==> src/rtl/cmp_port_unit.sv <==
module cmp_port_unit #(
  parameter int TMR_W  = 16,
  parameter int PORT_W = 8,
  parameter int SET_W  = 6
) (
  input  logic                clk,
  input  logic                rst_n,
  input  logic [TMR_W-1:0]    tmr_val,
  input  logic                cmp_wr,
  input  logic [1:0]          cmp_sel,
  input  logic                cmp_hi,
  input  logic [TMR_W/2-1:0]  cmp_wdata,
  input  logic                seten_wr,
  input  logic [PORT_W-1:0]   seten_wdata,
  input  logic                rsten_wr,
  input  logic [PORT_W-1:0]   rsten_wdata,
  input  logic                port_wr,
  input  logic [PORT_W-1:0]   port_wdata,
  output logic [PORT_W-1:0]   port_q,
  output logic [PORT_W-1:0]   seten_q,
  output logic [PORT_W-1:0]   rsten_q
);
  localparam int HALF = TMR_W / 2;
  localparam int NCMP = 3;
  localparam int TOG_W = PORT_W - SET_W;

  logic [NCMP-1:0] eq, eq_d, hit;
  logic [PORT_W-1:0] port_n, seten_n;

  for (genvar g = 0; g < NCMP; g++) begin : g_ch
    logic [HALF-1:0]  lo_s, hi_s;
    logic             lo_v, hi_v;
    logic [TMR_W-1:0] cmp_r;
    wire              sel = cmp_wr && (cmp_sel == 2'(g));

    always_ff @(posedge clk) begin
      if (!rst_n) begin
        lo_s <= '0; hi_s <= '0; lo_v <= 1'b0; hi_v <= 1'b0; cmp_r <= '0;
      end else if (sel) begin
        if (cmp_hi) begin
          hi_s <= cmp_wdata;
          if (lo_v) begin
            cmp_r <= {cmp_wdata, lo_s};
            lo_v  <= 1'b0;
          end else begin
            hi_v <= 1'b1;
          end
        end else begin
          lo_s <= cmp_wdata;
          if (hi_v) begin
            cmp_r <= {hi_s, cmp_wdata};
            hi_v  <= 1'b0;
          end else begin
            lo_v <= 1'b1;
          end
        end
      end
    end

    assign eq[g] = (tmr_val == cmp_r);
  end

  assign hit = eq & ~eq_d;

  always_comb begin
    port_n = port_wr ? port_wdata : port_q;
    if (hit[0]) port_n[SET_W-1:0] = port_n[SET_W-1:0] | seten_q[SET_W-1:0];
    if (hit[1]) port_n[SET_W-1:0] = port_n[SET_W-1:0] & ~rsten_q[SET_W-1:0];
    if (hit[2]) port_n[PORT_W-1:SET_W] = port_n[PORT_W-1:SET_W] ^ rsten_q[PORT_W-1:SET_W];
  end

  always_comb begin
    seten_n = seten_wr ? seten_wdata : seten_q;
    if (hit[2]) seten_n[PORT_W-1:SET_W] = seten_n[PORT_W-1:SET_W] ^ rsten_q[PORT_W-1:SET_W];
  end

  always_ff @(posedge clk) begin
    if (!rst_n) begin
      eq_d    <= '0;
      port_q  <= '0;
      seten_q <= '0;
      rsten_q <= '0;
    end else begin
      eq_d    <= eq;
      port_q  <= port_n;
      seten_q <= seten_n;
      if (rsten_wr) rsten_q <= rsten_wdata;
    end
  end

  logic [TOG_W-1:0] unused_tog;
  assign unused_tog = '0;
endmodule

==> config.mk <==
export PLATFORM = sky130hd
export DESIGN_NAME = cmp_port_unit
export DESIGN_NICKNAME = d
export VERILOG_FILES = /design/src/rtl/cmp_port_unit.sv
export SDC_FILE = /design/constraint.sdc
export NUM_CORES = 1
export LEC_CHECK = 0
export ABC_AREA = 1
export BUFFER_PORTS_ARGS = -buffer_cell sky130_fd_sc_hd__buf_2
export CAP_MARGIN = 15
export CELL_PAD_IN_SITES_DETAIL_PLACEMENT = 2
export CELL_PAD_IN_SITES_GLOBAL_PLACEMENT = 2
export CORE_AREA = 2 2 173 107
export CTS_BUF_LIST = sky130_fd_sc_hd__clkbuf_4 sky130_fd_sc_hd__clkbuf_8
export CTS_CLUSTER_SIZE = 10
export DETAILED_ROUTE_END_ITERATION = 8
export DIE_AREA = 0 0 175 109
export HOLD_SLACK_MARGIN = 0.08
export MAX_ROUTING_LAYER = met4
export PLACE_DENSITY = 0.87
export SLEW_MARGIN = 20
export SYNTH_ARGS = -nofsm -noshare
export SYNTH_HDL_FRONTEND = slang
export SYNTH_SLANG_ARGS = --single-unit
==> constraint.sdc <==
create_clock -name clk -period 1.8 [get_ports clk]
set_input_delay 0.36 -clock clk [delete_from_list [all_inputs] [get_ports clk]]
set_output_delay 0.36 -clock clk [all_outputs]
set_load 0.05 [all_outputs]
==> Yosys cells after proc, flatten, opt, wreduce, memory -nomap -nowiden <==
Cells that the tools add are included.
{ "op_classes": {"bitwise": 8, "n_mux": 27, "reduce_logical": 22, "eq_ne": 14} }
{ "op_table": {"columns": ["op", "count"], "rows": [
  ["16-bit two-way mux", 9],
  ["16-bit == test", 3],
  ["2-bit AND reduction", 12],
  ["8-bit two-way mux", 2],
  ["1-bit two-way mux", 12],
  ["6-bit two-way mux", 2],
  ["2-bit inequality test, second input constant", 6],
  ["3-bit AND reduction", 3],
  ["6-bit bitwise AND", 1],
  ["2-bit by 1-bit inequality test with 1-bit output, second input constant", 3],
  ["6-bit inverter", 1],
  ["6-bit OR", 1],
  ["2-bit nonzero test", 3],
  ["2-bit two-way mux", 2],
  ["2-bit bitwise XOR", 2],
  ["3-bit bitwise AND", 1],
  ["1-bit logical AND", 3],
  ["3-bit inverter", 1],
  ["2-bit by 1-bit == test with 1-bit output, second input constant", 1],
  ["2-bit == test, second input constant", 1],
  ["2-bit logical NOT", 1],
  ["1-bit inverter", 1]
]} }
{ "totals": {"ff_bits": 129, "elab_cells": 91, "out_inout_bits": 24} }

==> Depth between registers and ports, before layout <==
{ "logic_depth": {"depth_word": 5, "depth_mapped": 10, "ltp_nobuf": 10} }

==> Worst setup path before layout <==
OpenSTA, ideal clock, no wires.
{ "synth_timing": {"path_type": "register to register", "start": "register port_q[7]", "end": "register port_q[7]", "path_buffers": 0, "path_stages_with_launch": 6, "slack_ns": 0.427, "t_required_ns": 1.730, "arrival_time_ns": 1.303, "cell_sequence": "dfxtp_1 > inv_1 > o21ai_0 > xor2_1 > nand4_1 > a21oi_1"} }
{ "synth_between": {"elab_chain_cells": 3} }
{ "synth_lines": {"columns": ["item", "line_no", "rtl"], "rows": [
  ["start: declaration", "19", "output logic [PORT_W-1:0] port_q,"],
  ["start signal: assignment", "85", "port_q <= port_n;"],
  ["8-bit two-way mux (*)", "66", "port_n = port_wr ? port_wdata : port_q;"],
  ["2-bit bitwise XOR", "69", "if (hit[2]) port_n[PORT_W-1:SET_W] = port_n[PORT_W-1:SET_W] ^ rsten_q[PORT_W-1:SET_W];"],
  ["2-bit two-way mux (*)", "69", null]
]} }
Mark *: on every way between the ends. The rest lies on a longest branch, timed or not.
A chain may end at the register's enable or synchronous reset.

==> Worst setup path after layout <==
{ "layout_timing": {"start": "register g_ch[2].cmp_r[9]", "end": "register port_q[7]"} }
{ "layout_between": {"elab_chain_cells": 3} }
{ "layout_lines": {"columns": ["item", "line_no", "rtl"], "rows": [
  ["start: declaration", "33", "logic [TMR_W-1:0] cmp_r;"],
  ["start signal: assignment", "43", "cmp_r <= {cmp_wdata, lo_s};"],
  ["start signal: assignment", "51", "cmp_r <= {hi_s, cmp_wdata};"],
  ["16-bit == test", "60", "assign eq[g] = (tmr_val == cmp_r);"],
  ["3-bit bitwise AND", "63", "assign hit = eq & ~eq_d;"],
  ["2-bit two-way mux", "69", null]
]} }
No other way between the ends.

==> impl_metrics.ini <==
[floorplan]
fp.coreArea_um2 = 17600
die-area_um2 = 19100
die_h_um = 109
io_pins = 81
num_rows = 38
initial_core_util_pct = 32.4
die_x_um = 175

[clocking]
path_clk_slew_ns = 0.08
numCtsBuffers = 17
cts.sink_count = 129
clockRootBuffer = clkbuf_8
insertion_delay_ns = 0.45
htree_levels = 4
holdBufCountCts = 0
cts_tree = built
cts_buffer_depth = 2

[sta]
tightest_slew_ns = 0.861
finalHoldViolCount = 0
slew_viol_final = 0
slew_headroom_pct = 42.5
clock_skew_ns = 0.0166
timing.fmax_mhz = 585
min_period_over_period_pct = 95.0
fin_crit_ns = 1.71
rsz0062_at_grt = no
final-setup-viol-count = 0

[critical_path]
critPathLaunchType = register
critical_path_class = register to register
crit_arrival_ns = 2.04
crit_fanout = 6
worstPathRequired_ns = 2.13
cp-end-kind = register

[grt]
grt_overflow = 0
use_met2_pct = 42.5
antenna_found_initial = 0
grt_pass1_vias = 6436
busiest_layer = met2
met1_usage_pct = 33.2
grt_max_degree = 40
globalRouteMet3Util_pct = 4.92
track_usage_pct = 25.9
grt_pass1_wl_mm = 36.3

[logic_synthesis]
yosys_warnings = 0
synth_ff_type = dfxtp_1
yosys.area.top_type = dfxtp_1
netlist_top_cells_area = dfxtp_1 (45%), nand2_1 (9.6%), nor2_1 (8.3%)
synth_compound_gate_area_share_pct = 19.2
synth.distinct_cells = 27
syn_nets = 854
synthMuxAreaShare_pct = 1.18
synth_seq_cells = 129
synth_edf_count = 0
synth_most_common_cell = nand2_1
syn_area_per_cell_um2 = 7.18
syn_inst = 797
netlist_area_um2 = 5720
synth_seq_area_share_pct = 45.1
synth_top_area_share_pct = 45.1
netlist_top_cells_count = nand2_1 (147), dfxtp_1 (129), nor2_1 (127)
synth-simple-area-share_pct = 20.8
synth_top_family_by_area = simple AND/OR/NAND/NOR gates
async_flop_share_pct = 0
synth_xor_area_share_pct = 3.67
yosys.area_share.adder_pct = 0

[finish]
syn2layout_area_growth_pct = 21.9
nNetsFinal = 949
multi_input_area_um2 = 2590
drive_above_1_share_pct = 17.9
fillCellCount = 2079
fin_area_um2 = 6970
num_antenna_cells = 0
post-route-util_pct = 39.5
regArea_um2 = 2580

[route]
via_count = 5780
drt_wl_total_mm = 23.6
avgViaCountPerCell = 5.05
first_pass_iters = 4
antenna_left = 0
drc = 0
drtIter0Drc = 314
wl_per_cell_um = 20.6

[hold_path]
hp-class = input port to register

[placement]
place_area_um2 = 6470
port_buffers = 80
place_congestion = 0.786
dp_hpwl_mm = 16.0

[power_and_ir_drop]
pwr_density_cell_nw_per_um2 = 986
p_leak_nw = 3.03
total_power_mw = 6.88
peakVddDrop_uv = 435

[job]
drv_cap = 0

[outcome]
status = finished clean
## worst max-delay path, cell delays in order, from the launching register on
cell and delay [ns]:
dfxtp_1 0.34, inv_1 0.07, nand2_1 0.07, nand2_1 0.08, nor2_1 0.20, nand2_1 0.11
nor2_2 0.28, nand3_1 0.25, nand2_1 0.13, a21oi_1 0.07
## cell families after synthesis
logic type      count (synthesis)
simple gates                  298
compound gates                200
xor+xnor                       24
mux                             6
buf+inv                       140
flops                         129
## stage by stage
step           cells  setup WS, ns  hold slack [ns]  setup TNS, ns
6_report        1145        0.0891            0.134              0
5_1_grt         1145       0.00862            0.133              0
4_1_cts         1144        0.0164            0.116              0
3_5_place_dp    1112        -0.328            0.463          -2.59
3_3_place_gp    1112        -0.159            0.456          -1.08
2_1_floorplan    797         0.427            0.442              0
## layer usage
| layer | share of wire (%) | routed length (um) | vias up |
|---|---|---|---|
| met5 | 0 | 0 | - |
| met4 | 1.4 | 337 | 0 |
| met2 | 47 | 11200 | 111 |
| met3 | 4.8 | 1140 | 30 |
| met1 | 46 | 10900 | 2887 |
| li1 | - | - | 2752 |
## report_power, final
group | total [mW] | internal, mW | switching (mW)
Combinational | 0.830 | 0.244 | 0.585
Clock | 3.04 | 1.79 | 1.26
Sequential | 3.00 | 2.94 | 0.0618
Total | 6.88 | 4.97 | 1.90
## worst paths after layout
path / startpoint / end / slack [ns] / cells past startpoint
worst min-delay path: rsten_wdata[4] / rsten_q[4]$_SDFFE_PN0P_ / 0.13 / 3
worst max-delay path: g_ch[2].cmp_r[9]$_SDFFE_PN0P_ / port_q[7]$_SDFF_PN0_ / 0.09 / 9
worst max register to register: g_ch[2].cmp_r[9]$_SDFFE_PN0P_ / port_q[7]$_SDFF_PN0_ / 0.09 / 9
worst min register to register: g_ch[1].hi_s[6]$_SDFFE_PN0P_ / g_ch[1].hi_s[6]$_SDFFE_PN0P_ / 0.48 / 2
## final cells by class
class	instances	share of cell area, %
clock buffers	22	4.16
clock inverters	10	2.58
inverters	114	6.14
multi-input cells	529	37.2
flip-flops and latches	129	37.0
well taps	240	4.31
repair buffers	101	8.54
## layout by cell type, fill, tap and decap left out, drive strengths merged
cell      count
clkinvlp      2
a22oi        13
nand3b        1
clkinv        6
nor3          1
o22ai        37
nand3         2
o21ai       111
inv         111
nor2        132
bufinv        5
clkbuf       22
xor2         24
buf         101
nand4        10
nand2       152
dfxtp       129
mux2          6
a21oi        40
## repair_timing
action	in CTS	in global routing
endpoints found under the setup margin	0	17
gates resized for setup	0	5
setup buffers	0	0
## state kept, by name, summed over array words and instances (netlist names)
| signal | cells |
|---|---|
| g_ch.hi_v | 3 |
| eq_d | 3 |
| g_ch.lo_v | 3 |
| g_ch.lo_s | 24 |
| g_ch.hi_s | 24 |
| g_ch.cmp_r | 48 |
| rsten_q | 8 |
| seten_q | 8 |
| port_q | 8 |
Note: power is estimated with default switching activity, not from simulation.
